--- src/rtl/gpe_pkg.sv ---
package gpe_pkg;
  typedef logic [7:0] gpe_byte_t;

  // True when address a falls inside [base, base+nbytes)
  function automatic logic addr_in_window(input logic [31:0] a,
                                          input logic [31:0] base,
                                          input logic [31:0] nbytes);
    return (a >= base) && (a < base + nbytes);
  endfunction

  // True when lane index is below the requested byte count
  function automatic logic lane_used(input int lane, input int len);
    return len > lane;
  endfunction
endpackage

--- src/rtl/gpe_lane_decode.sv ---
module gpe_lane_decode #(
  parameter int ADDR_W = 16,
  parameter logic [ADDR_W-1:0] BASE_ADDR = 16'hAFE0,
  parameter int WIN_BYTES = 4,
  parameter int LANES = 4,
  localparam int OFF_W = $clog2(WIN_BYTES),
  localparam int LEN_W = $clog2(LANES + 1)
) (
  input  logic                        sel,
  input  logic [ADDR_W-1:0]           addr,
  input  logic [LEN_W-1:0]            len,
  output logic [LANES-1:0]            lane_act,
  output logic [LANES-1:0]            lane_hit,
  output logic [LANES-1:0][OFF_W-1:0] lane_off
);
  import gpe_pkg::*;

  for (genvar i = 0; i < LANES; i++) begin : g_lane
    logic [ADDR_W-1:0] lane_addr;
    logic [ADDR_W-1:0] rel;
    assign lane_addr   = addr + ADDR_W'(i);
    assign rel         = lane_addr - BASE_ADDR;
    assign lane_act[i] = sel && lane_used(i, int'(len));
    assign lane_hit[i] = lane_act[i] &&
                         addr_in_window(32'(lane_addr), 32'(BASE_ADDR), 32'(WIN_BYTES));
    assign lane_off[i] = rel[OFF_W-1:0];
  end
endmodule

--- src/rtl/gpe_event_regs.sv ---
module gpe_event_regs #(
  parameter int NUM_EVT = 16,
  parameter int LANES = 4,
  localparam int ST_BYTES = NUM_EVT / 8,
  localparam int WIN_BYTES = 2 * ST_BYTES,
  localparam int OFF_W = $clog2(WIN_BYTES)
) (
  input  logic                        clk,
  input  logic                        rst_n,
  input  logic [LANES-1:0]            lane_wr,
  input  logic [LANES-1:0][OFF_W-1:0] lane_off,
  input  logic [8*LANES-1:0]          wdata,
  input  logic [NUM_EVT-1:0]          evt_in,
  output logic [NUM_EVT-1:0]          sts_q,
  output logic [NUM_EVT-1:0]          en_q
);
  logic [NUM_EVT-1:0]   evt_q;
  logic [NUM_EVT-1:0]   evt_rise;
  logic [NUM_EVT-1:0]   clr_mask;
  logic [NUM_EVT-1:0]   en_wr;
  logic [NUM_EVT-1:0]   en_wval;
  logic [WIN_BYTES-1:0] byte_sel;
  logic [WIN_BYTES-1:0][7:0] byte_val;

  assign evt_rise = evt_in & ~evt_q;

  // Route each written lane to the window byte it addresses
  always_comb begin
    byte_sel = '0;
    byte_val = '0;
    for (int b = 0; b < WIN_BYTES; b++) begin
      for (int i = 0; i < LANES; i++) begin
        if (lane_wr[i] && lane_off[i] == OFF_W'(b)) begin
          byte_sel[b] = 1'b1;
          byte_val[b] = wdata[8*i +: 8];
        end
      end
    end
  end

  for (genvar b = 0; b < ST_BYTES; b++) begin : g_byte
    assign clr_mask[8*b +: 8] = byte_sel[b] ? byte_val[b] : 8'h00;
    assign en_wr[8*b +: 8]    = {8{byte_sel[ST_BYTES + b]}};
    assign en_wval[8*b +: 8]  = byte_val[ST_BYTES + b];
  end

  always_ff @(posedge clk or negedge rst_n) begin
    if (!rst_n) begin
      evt_q <= '0;
      sts_q <= '0;
      en_q  <= '0;
    end else begin
      evt_q <= evt_in;
      sts_q <= (sts_q & ~clr_mask) | evt_rise;
      en_q  <= (en_q & ~en_wr) | (en_wval & en_wr);
    end
  end

  // an edge leaves its flag set
  a_r6_rise_sets: assert property (@(posedge clk) disable iff (!rst_n)
    (|evt_rise) |=> ((sts_q & $past(evt_rise)) == $past(evt_rise)));
  // edge beats a same-cycle clear
  a_r7_set_beats_clear: assert property (@(posedge clk) disable iff (!rst_n)
    (|(evt_rise & clr_mask)) |=>
      ((sts_q & $past(evt_rise & clr_mask)) == $past(evt_rise & clr_mask)));
  // a clear without an edge empties the flag
  a_r4_w1c_clears: assert property (@(posedge clk) disable iff (!rst_n)
    (|(clr_mask & ~evt_rise)) |=> ((sts_q & $past(clr_mask & ~evt_rise)) == '0));
  // mask bits hold without a mask write
  a_r5_mask_hold: assert property (@(posedge clk) disable iff (!rst_n)
    (en_wr == '0) |=> $stable(en_q));
endmodule

--- src/rtl/gpe_readback.sv ---
module gpe_readback #(
  parameter int WIN_BYTES = 4,
  parameter int LANES = 4,
  localparam int OFF_W = $clog2(WIN_BYTES)
) (
  input  logic                        clk,
  input  logic                        rst_n,
  input  logic                        rd_req,
  input  logic [LANES-1:0]            lane_act,
  input  logic [LANES-1:0]            lane_hit,
  input  logic [LANES-1:0][OFF_W-1:0] lane_off,
  input  logic [8*WIN_BYTES-1:0]      win_vec,
  output logic [8*LANES-1:0]          rdata,
  output logic                        rvalid
);
  import gpe_pkg::*;

  always_ff @(posedge clk or negedge rst_n) begin
    if (!rst_n) rvalid <= 1'b0;
    else        rvalid <= rd_req;
  end

  for (genvar i = 0; i < LANES; i++) begin : g_lane
    gpe_byte_t lane_byte;
    always_comb begin
      if (!lane_act[i])     lane_byte = 8'h00;
      else if (lane_hit[i]) lane_byte = win_vec[{lane_off[i], 3'b000} +: 8];
      else                  lane_byte = 8'hFF;
    end
    always_ff @(posedge clk or negedge rst_n) begin
      if (!rst_n)      rdata[8*i +: 8] <= 8'h00;
      else if (rd_req) rdata[8*i +: 8] <= lane_byte;
    end

    // outside lanes read all ones
    a_r3_outside_ff: assert property (@(posedge clk) disable iff (!rst_n)
      (rd_req && lane_act[i] && !lane_hit[i]) |=> (rdata[8*i +: 8] == 8'hFF));
    // lanes beyond the count read zero
    a_r2_unused_zero: assert property (@(posedge clk) disable iff (!rst_n)
      (rd_req && !lane_act[i]) |=> (rdata[8*i +: 8] == 8'h00));
  end

  // valid only after a read request
  a_r2_rvalid_follows: assert property (@(posedge clk) disable iff (!rst_n)
    rvalid |-> $past(rd_req));
endmodule

--- src/rtl/gpe_event_block.sv ---
module gpe_event_block #(
  parameter int ADDR_W = 16,
  parameter logic [ADDR_W-1:0] BASE_ADDR = 16'hAFE0,
  parameter int NUM_EVT = 16,
  parameter int LANES = 4,
  localparam int WIN_BYTES = 2 * (NUM_EVT / 8),
  localparam int OFF_W = $clog2(WIN_BYTES),
  localparam int LEN_W = $clog2(LANES + 1)
) (
  input  logic                 clk,
  input  logic                 rst_n,
  input  logic                 bus_sel,
  input  logic                 bus_we,
  input  logic [ADDR_W-1:0]    bus_addr,
  input  logic [LEN_W-1:0]     bus_len,
  input  logic [8*LANES-1:0]   bus_wdata,
  output logic [8*LANES-1:0]   bus_rdata,
  output logic                 bus_rvalid,
  input  logic [NUM_EVT-1:0]   evt_in,
  output logic                 sci
);
  logic [LANES-1:0]            lane_act;
  logic [LANES-1:0]            lane_hit;
  logic [LANES-1:0][OFF_W-1:0] lane_off;
  logic [LANES-1:0]            lane_wr;
  logic                        rd_req;
  logic [NUM_EVT-1:0]          sts_q;
  logic [NUM_EVT-1:0]          en_q;

  assign lane_wr = lane_hit & {LANES{bus_we}};
  assign rd_req  = bus_sel & ~bus_we;

  gpe_lane_decode #(
    .ADDR_W(ADDR_W), .BASE_ADDR(BASE_ADDR), .WIN_BYTES(WIN_BYTES), .LANES(LANES)
  ) u_decode (
    .sel(bus_sel), .addr(bus_addr), .len(bus_len),
    .lane_act(lane_act), .lane_hit(lane_hit), .lane_off(lane_off)
  );

  gpe_event_regs #(.NUM_EVT(NUM_EVT), .LANES(LANES)) u_regs (
    .clk(clk), .rst_n(rst_n), .lane_wr(lane_wr), .lane_off(lane_off),
    .wdata(bus_wdata), .evt_in(evt_in), .sts_q(sts_q), .en_q(en_q)
  );

  gpe_readback #(.WIN_BYTES(WIN_BYTES), .LANES(LANES)) u_readback (
    .clk(clk), .rst_n(rst_n), .rd_req(rd_req), .lane_act(lane_act),
    .lane_hit(lane_hit), .lane_off(lane_off), .win_vec({en_q, sts_q}),
    .rdata(bus_rdata), .rvalid(bus_rvalid)
  );

  assign sci = |(sts_q & en_q);

  // interrupt needs a mask bit and a pending flag
  a_r8_sci_needs_mask: assert property (@(posedge clk) disable iff (!rst_n)
    sci |-> ((|en_q) && (|sts_q)));
  // quiet outputs out of reset
  a_r9_reset_quiet: assert property (@(posedge clk)
    $rose(rst_n) |-> (!sci && !bus_rvalid));
endmodule

--- config.mk ---
export PLATFORM = sky130hd
export DESIGN_NAME = gpe_event_block
export DESIGN_NICKNAME = d
export VERILOG_FILES = /design/src/rtl/gpe_pkg.sv /design/src/rtl/gpe_lane_decode.sv /design/src/rtl/gpe_event_regs.sv /design/src/rtl/gpe_readback.sv /design/src/rtl/gpe_event_block.sv
export SDC_FILE = /design/constraint.sdc
export NUM_CORES = 1
export LEC_CHECK = 0
export ABC_CLOCK_PERIOD_IN_PS = 2000
export BUFFER_PORTS_ARGS = -buffer_cell sky130_fd_sc_hd__clkbuf_2
export CELL_PAD_IN_SITES_DETAIL_PLACEMENT = 1
export CELL_PAD_IN_SITES_GLOBAL_PLACEMENT = 1
export CORE_MARGIN = 2
export CORE_UTILIZATION = 45
export CTS_BUF_LIST = sky130_fd_sc_hd__clkbuf_8
export CTS_CLUSTER_SIZE = 12
export DETAILED_ROUTE_END_ITERATION = 12
export HOLD_SLACK_MARGIN = 0.12
export MAX_ROUTING_LAYER = met4
export PLACE_DENSITY_LB_ADDON = 0.1
export SETUP_SLACK_MARGIN = 0.5
export SLEW_MARGIN = 10
export SYNTH_ARGS = -nofsm -noshare
export SYNTH_HDL_FRONTEND = slang
export SYNTH_SLANG_ARGS = --single-unit
export TNS_END_PERCENT = 10
--- constraint.sdc ---
create_clock -name clk -period 2 [get_ports clk]
set_input_delay 0.3 -clock clk [delete_from_list [all_inputs] [get_ports clk]]
set_output_delay 0.3 -clock clk [all_outputs]
set_load 0.02 [all_outputs]
-- Word-level counts from Yosys, hierarchy flattened
Index checks and enable logic that the tools add are counted.
- add/sub/neg operators: 7
- $lt $le $gt $ge: 12
- eq/ne operators: 12
- shift-type cells: 4
- mux-type cells: 42
- bitwise operators: 13
- reduce and logical (&&, ||, !) cells: 33
- operators by type and width (cell ; number):
    2-to-1 mux 8 bit ; 26
    indexed part select 32 x 6 -> 8 bit ; 4
    AND 16 bit ; 5
    >= comparator 16 bit, second input constant ; 4
    < comparator 16 bit, second input constant ; 4
    inverter 16 bit ; 3
    adder 16 x 2 -> 16 bit, second input constant ; 2
    bitwise OR 16 bit ; 2
    logical AND 1 bit ; 28
    adder 16 x 1 -> 16 bit, second input constant ; 1
    equality test 2 bit, second input constant ; 8
    2-to-1 mux 1 bit ; 16
    OR reduction 16 bit ; 1
    equality test 2 x 1 -> 1 bit, second input constant ; 4
    zero test 2 bit ; 4
    subtractor 2 x 1 -> 2 bit, second input constant ; 4
    > comparator 3 x 1 -> 1 bit, second input constant ; 2
    > comparator 3 x 2 -> 1 bit, second input constant ; 2
    AND 4 bit ; 1
    AND 1 bit ; 1
    inverter 1 bit ; 1
- register bits: 81
- input bits: 71
- output and inout port bits: 34
- logic and storage cells: 131

-- Logic depth before layout (Yosys ltp)
- depth after elaboration: 14
- gate-level depth with buffers: 15
- mapped depth without buffers: 10

-- By module
From an unflattened synthesis, not the netlist that was laid out.
- cell total of the unflattened synthesis: 644
- area, all modules: 6083.3 um^2
- modules (own cells, without submodules) (module ; instances ; cells each ; area an instance (um^2) ; seq. area each (um^2)):
    gpe_event_regs ; 1 ; 295 ; 2805.2 ; 1201.2
    gpe_readback ; 1 ; 221 ; 2377.3 ; 825.8
    gpe_lane_decode ; 1 ; 114 ; 768.2 ; 0.0
    gpe_event_block ; 1 ; 14 ; 132.6 ; 0.0

-- Worst setup path after synthesis
No wires, ideal clock.
- kind: input to register
- start point: input bus_addr[0]
- end point: register u_regs.sts_q[13]
- setup time: 121 ps
- data arrival time: 3718 ps
- required time: 1879 ps
- setup slack: -1839 ps
- stages: 15
- path buffers: 5
- path through: buf_2 -> buf_1 -> clkbuf_1 -> inv_1 -> ha_1 -> and3b_1 -> nand2_1 -> or3_1 -> o211a_1 -> or3_1 -> clkbuf_1 -> clkbuf_1 -> a21oi_1 -> a21oi_1 -> a22o_1
- longest elaborated chain between the ends: 13
- elaborated cells on any way between the ends: 44
- classes of those cells: add/sub: 7; order compare: 8; eq/ne: 4; mux: 9; bitwise: 4; reduce/logical: 12
- RTL lines (item ; line ; RTL):
    from (decl) ; gpe_event_block.sv:14 ; input logic [ADDR_W-1:0] bus_addr,
    adder 16 x 1 -> 16 bit (tied with other cells) ; gpe_lane_decode.sv:21 ; assign lane_addr = addr + ADDR_W'(i);
    >= comparator 16 bit (tied with other cells) ; gpe_pkg.sv:8 ; return (a >= base) && (a < base + nbytes);
    logical AND 1 bit, on equally long branches ; gpe_pkg.sv:8, gpe_lane_decode.sv:24 ;
    logical AND 1 bit or AND 4 bit (tied branches) ; gpe_lane_decode.sv:24, gpe_event_block.sv:30 ;
    AND 4 bit or logical AND 1 bit (tied branches) ; gpe_event_block.sv:30, gpe_event_regs.sv:33 ;
    logical AND 1 bit (tied with other cells) ; gpe_event_regs.sv:33 ; if (lane_wr[i] && lane_off[i] == OFF_W'(b)) begin
    2-to-1 mux 8 bit or 2-to-1 mux 1 bit (tied branches) (3 in series) ; gpe_event_regs.sv:33 ;
    2-to-1 mux 8 bit * ; gpe_event_regs.sv:42 ; assign clr_mask[8*b +: 8] = byte_sel[b] ? byte_val[b] : 8'h00;
    inverter 16 bit * ; gpe_event_regs.sv:54 ; sts_q <= (sts_q & ~clr_mask) | evt_rise;
    AND 16 bit * ; gpe_event_regs.sv:54 ;
    bitwise OR 16 bit * ; gpe_event_regs.sv:54 ;
    to (signal assigned) ; gpe_event_regs.sv:54 ;
    to (decl) ; gpe_event_regs.sv:14 ; output logic [NUM_EVT-1:0] sts_q,
Mark *: on every way between the ends. The rest lies on a longest branch, timed or not.
A chain may end at the register's enable or synchronous reset.

==> impl_metrics.ini <==
[run_status]
status = finished with violations
violations = negative setup slack

[place]
dp_cells = 1072
io_buffer_count = 104
gp_congestion = 1.01
dpl_cell_area_um2 = 8030
dp_slack_ns = -1.08
hpwl_um = 20900

[logic_synthesis]
syn_nets = 768
yosys_register_bits = 81
ys_seq_area_share_pct = 32.3
synth_edf_count = 0
synth_cells = 687
async_reset_ff_share_pct = 100
synth_area_um2 = 6270
synth.distinct_cells = 75
ys_warn_count = 0
avgSynthCellArea_um2 = 9.13
synth_ff_type = dfrtp_1

[die]
die_h_um = 122
core-area_um2 = 13700
floorplan.die_area_um2 = 14900
die_x_um = 122
rows = 43
start_util_pct = 45.7
io-pin-count = 105

[routing]
drcViolationCount = 0
viasPerCell = 6.55
drt_wl_total_um = 29200
wire_per_inst_um = 26.2
drtAntennaViolNets = 0
dr.pass1.iters = 5
drt-initial-drc-count = 679
via_count = 7306

[clock_tree]
clkLatencyLatePin_ns = 0.39
clockBufferDepth = 2
cts_htree_levels = 3
clk_pin_slew_worst_paths_ns = 0.09
cts_tree = built
root_buffer = clkbuf_8
cts_made_buffers = 9
clkSinkCount = 81

[timing]
fin_ws_ns = -0.647
worst_pin_slew_ns = 0.641
rsz0062_at_grt = yes
skew_ns = 0.0165
maxSlewViolCount = 0
slew_headroom_pct = 57.0
period_minus_slack_ns = 2.65
finalSetupViolCount = 57
tns_ns = -19.35
whs_ns = 0.254
fmax_mhz = 378
final-hold-violation-count = 0
fin_crit_sh_pct = 132

[power_and_ir_drop]
switching_power_mw = 1.41
peakVddDrop_uv = 546
seq_power_share_pct = 42.6
p_per_area_nw_per_um2 = 465
p_leak_nw = 3.85
pwr-share-clk_pct = 30.1
pwr-share-comb_pct = 27.3
fin_total_pwr_mw = 4.22
p_int_mw = 2.81
switching_share_pct = 33.5

[finish]
layout-drive-gt1-share_pct = 45.5
fin_cells = 1115
fin_util_pct = 66.2
layout_commonest_cell = buf_4
fin_nets = 1011
syn2layout_area_growth_pct = 44.7
finalInstanceArea_um2 = 9080
diodes = 0
layout_common_cells = buf_4, clkbuf_2, dfrtp_1

[worst_setup_path]
critPathLaunchType = input pin
path_common_cell = buf_4
arrival_ns = 2.90
crit_type = in2reg
critPathCaptureType = register
critical_path.max_stage_delay_ns = 0.37
cp_slowest_cell = and3b_2
cp_max_fo = 8
worstPathRequired_ns = 2.25
crit_path_cell_trace = clkbuf_16 -> buf_4 -> nand4_1 -> nor4_2 -> xor2_1 -> buf_4 -> nor4_4 -> buf_4 -> nand4_1 -> and3b_2 -> a22oi_1 -> o21ai_1

[grt]
grt_max_degree = 49
overflow = 0
grt_pass1_vias = 7489
globalRouteTotalUtil_pct = 39.3
grt_antenna_before_repair = 0
grt_pass1_wl_um = 42500

[job]
cap_violations = 0

[min_path]
hold_class = in2reg
## power by group through the flow
stage	Clock, mW	Combinational (mW)	Sequential (mW)
after floorplan	0	0.390	1.93
after global placement	0	0.964	1.82
after detailed placement	0	1.00	1.83
after CTS	1.28	1.08	1.80
after global routing	1.36	1.22	1.81
final	1.27	1.15	1.80
## layout make-up
class	count	area, um2
Sequential cell	81	2030
Clock inverter	7	77.6
Inverter	15	63.8
Fill cell	1550	4640
Timing Repair Buffer	277	2090
Multi-Input combinational cell	546	4470
Tap cell	180	225
Clock buffer	9	124
## Yosys cell counts, drive strengths merged, types with 6 or more instances
library cell  number  area share [%]
a21oi             30             2.4
a22o              11             1.5
a22oi              6            0.72
a32o               8             1.3
and2               6            0.62
and4               7             1.0
buf               24             2.3
clkbuf            21             1.3
dfrtp             81              32
ha                10             2.0
inv               15            0.90
mux2               8             1.4
mux2i             14             2.2
mux4              32              11
nand2             75             4.5
nand2b             9            0.90
nand3             33             2.6
nand4             39             4.1
nand4b             8             1.1
nor2              36             2.2
nor2b             10             1.0
nor3              16             1.4
nor3b              9             1.1
nor4              11             1.8
o211ai            12             1.5
o21a               9             1.1
o21ai             74             6.0
or2               10             1.0
## timing repair
action / CTS / global route
endpoints found under the hold margin: 37 / 0
setup buffers: 6 / 3
cloned: 1 / 0
hold buffers: 17 / 0
setup endpoints to repair: 65 / 65
pin swaps: 18 / 41
resized for setup: 83 / 87
## cell families after synthesis
family,share of synthesized area (%)
fa+ha+maj,2.00
mux,15.2
buf+inv,4.47
xor+xnor,1.26
compound gates,19.3
simple gates,25.5
flops,32.3
## final timing paths
check / endpoint / start / slack (ns) / depth (start not counted)
min in group asynchronous: u_readback.rdata[31]$_DFFE_PN0P_ / rst_n / 0.39 / 2
setup / recovery: register / bus_addr[1] / -0.65 / 12
hold / removal: register / bus_wdata[30] / 0.25 / 3
max in group asynchronous: u_readback.rdata[13]$_DFFE_PN0P_ / rst_n / 0.98 / 3
setup reg to reg: u_readback.rdata[0]$_DFFE_PN0P_ / u_regs.sts_q[0]$_DFF_PN0_ / 0.47 / 3
hold reg to reg: u_regs.sts_q[7]$_DFF_PN0_ / u_regs.evt_q[7]$_DFF_PN0_ / 0.48 / 1
## critical path, delay by kind of cell
kind / cells / cell delay, ns
xor+xnor: 1 / 0.17
buf+inv: 4 / 0.62
simple gates: 5 / 1.41
compound gates: 2 / 0.38
## metal layers
layer  track usage (%)  routed length (um)  part of all wire (%)
met5                 -                   0                     0
met4              14.8                1190                   4.1
met3              9.08                2590                   8.9
met2              62.2               14000                    48
met1              49.1               11400                    39
Note: power is estimated with default switching activity, not from simulation.
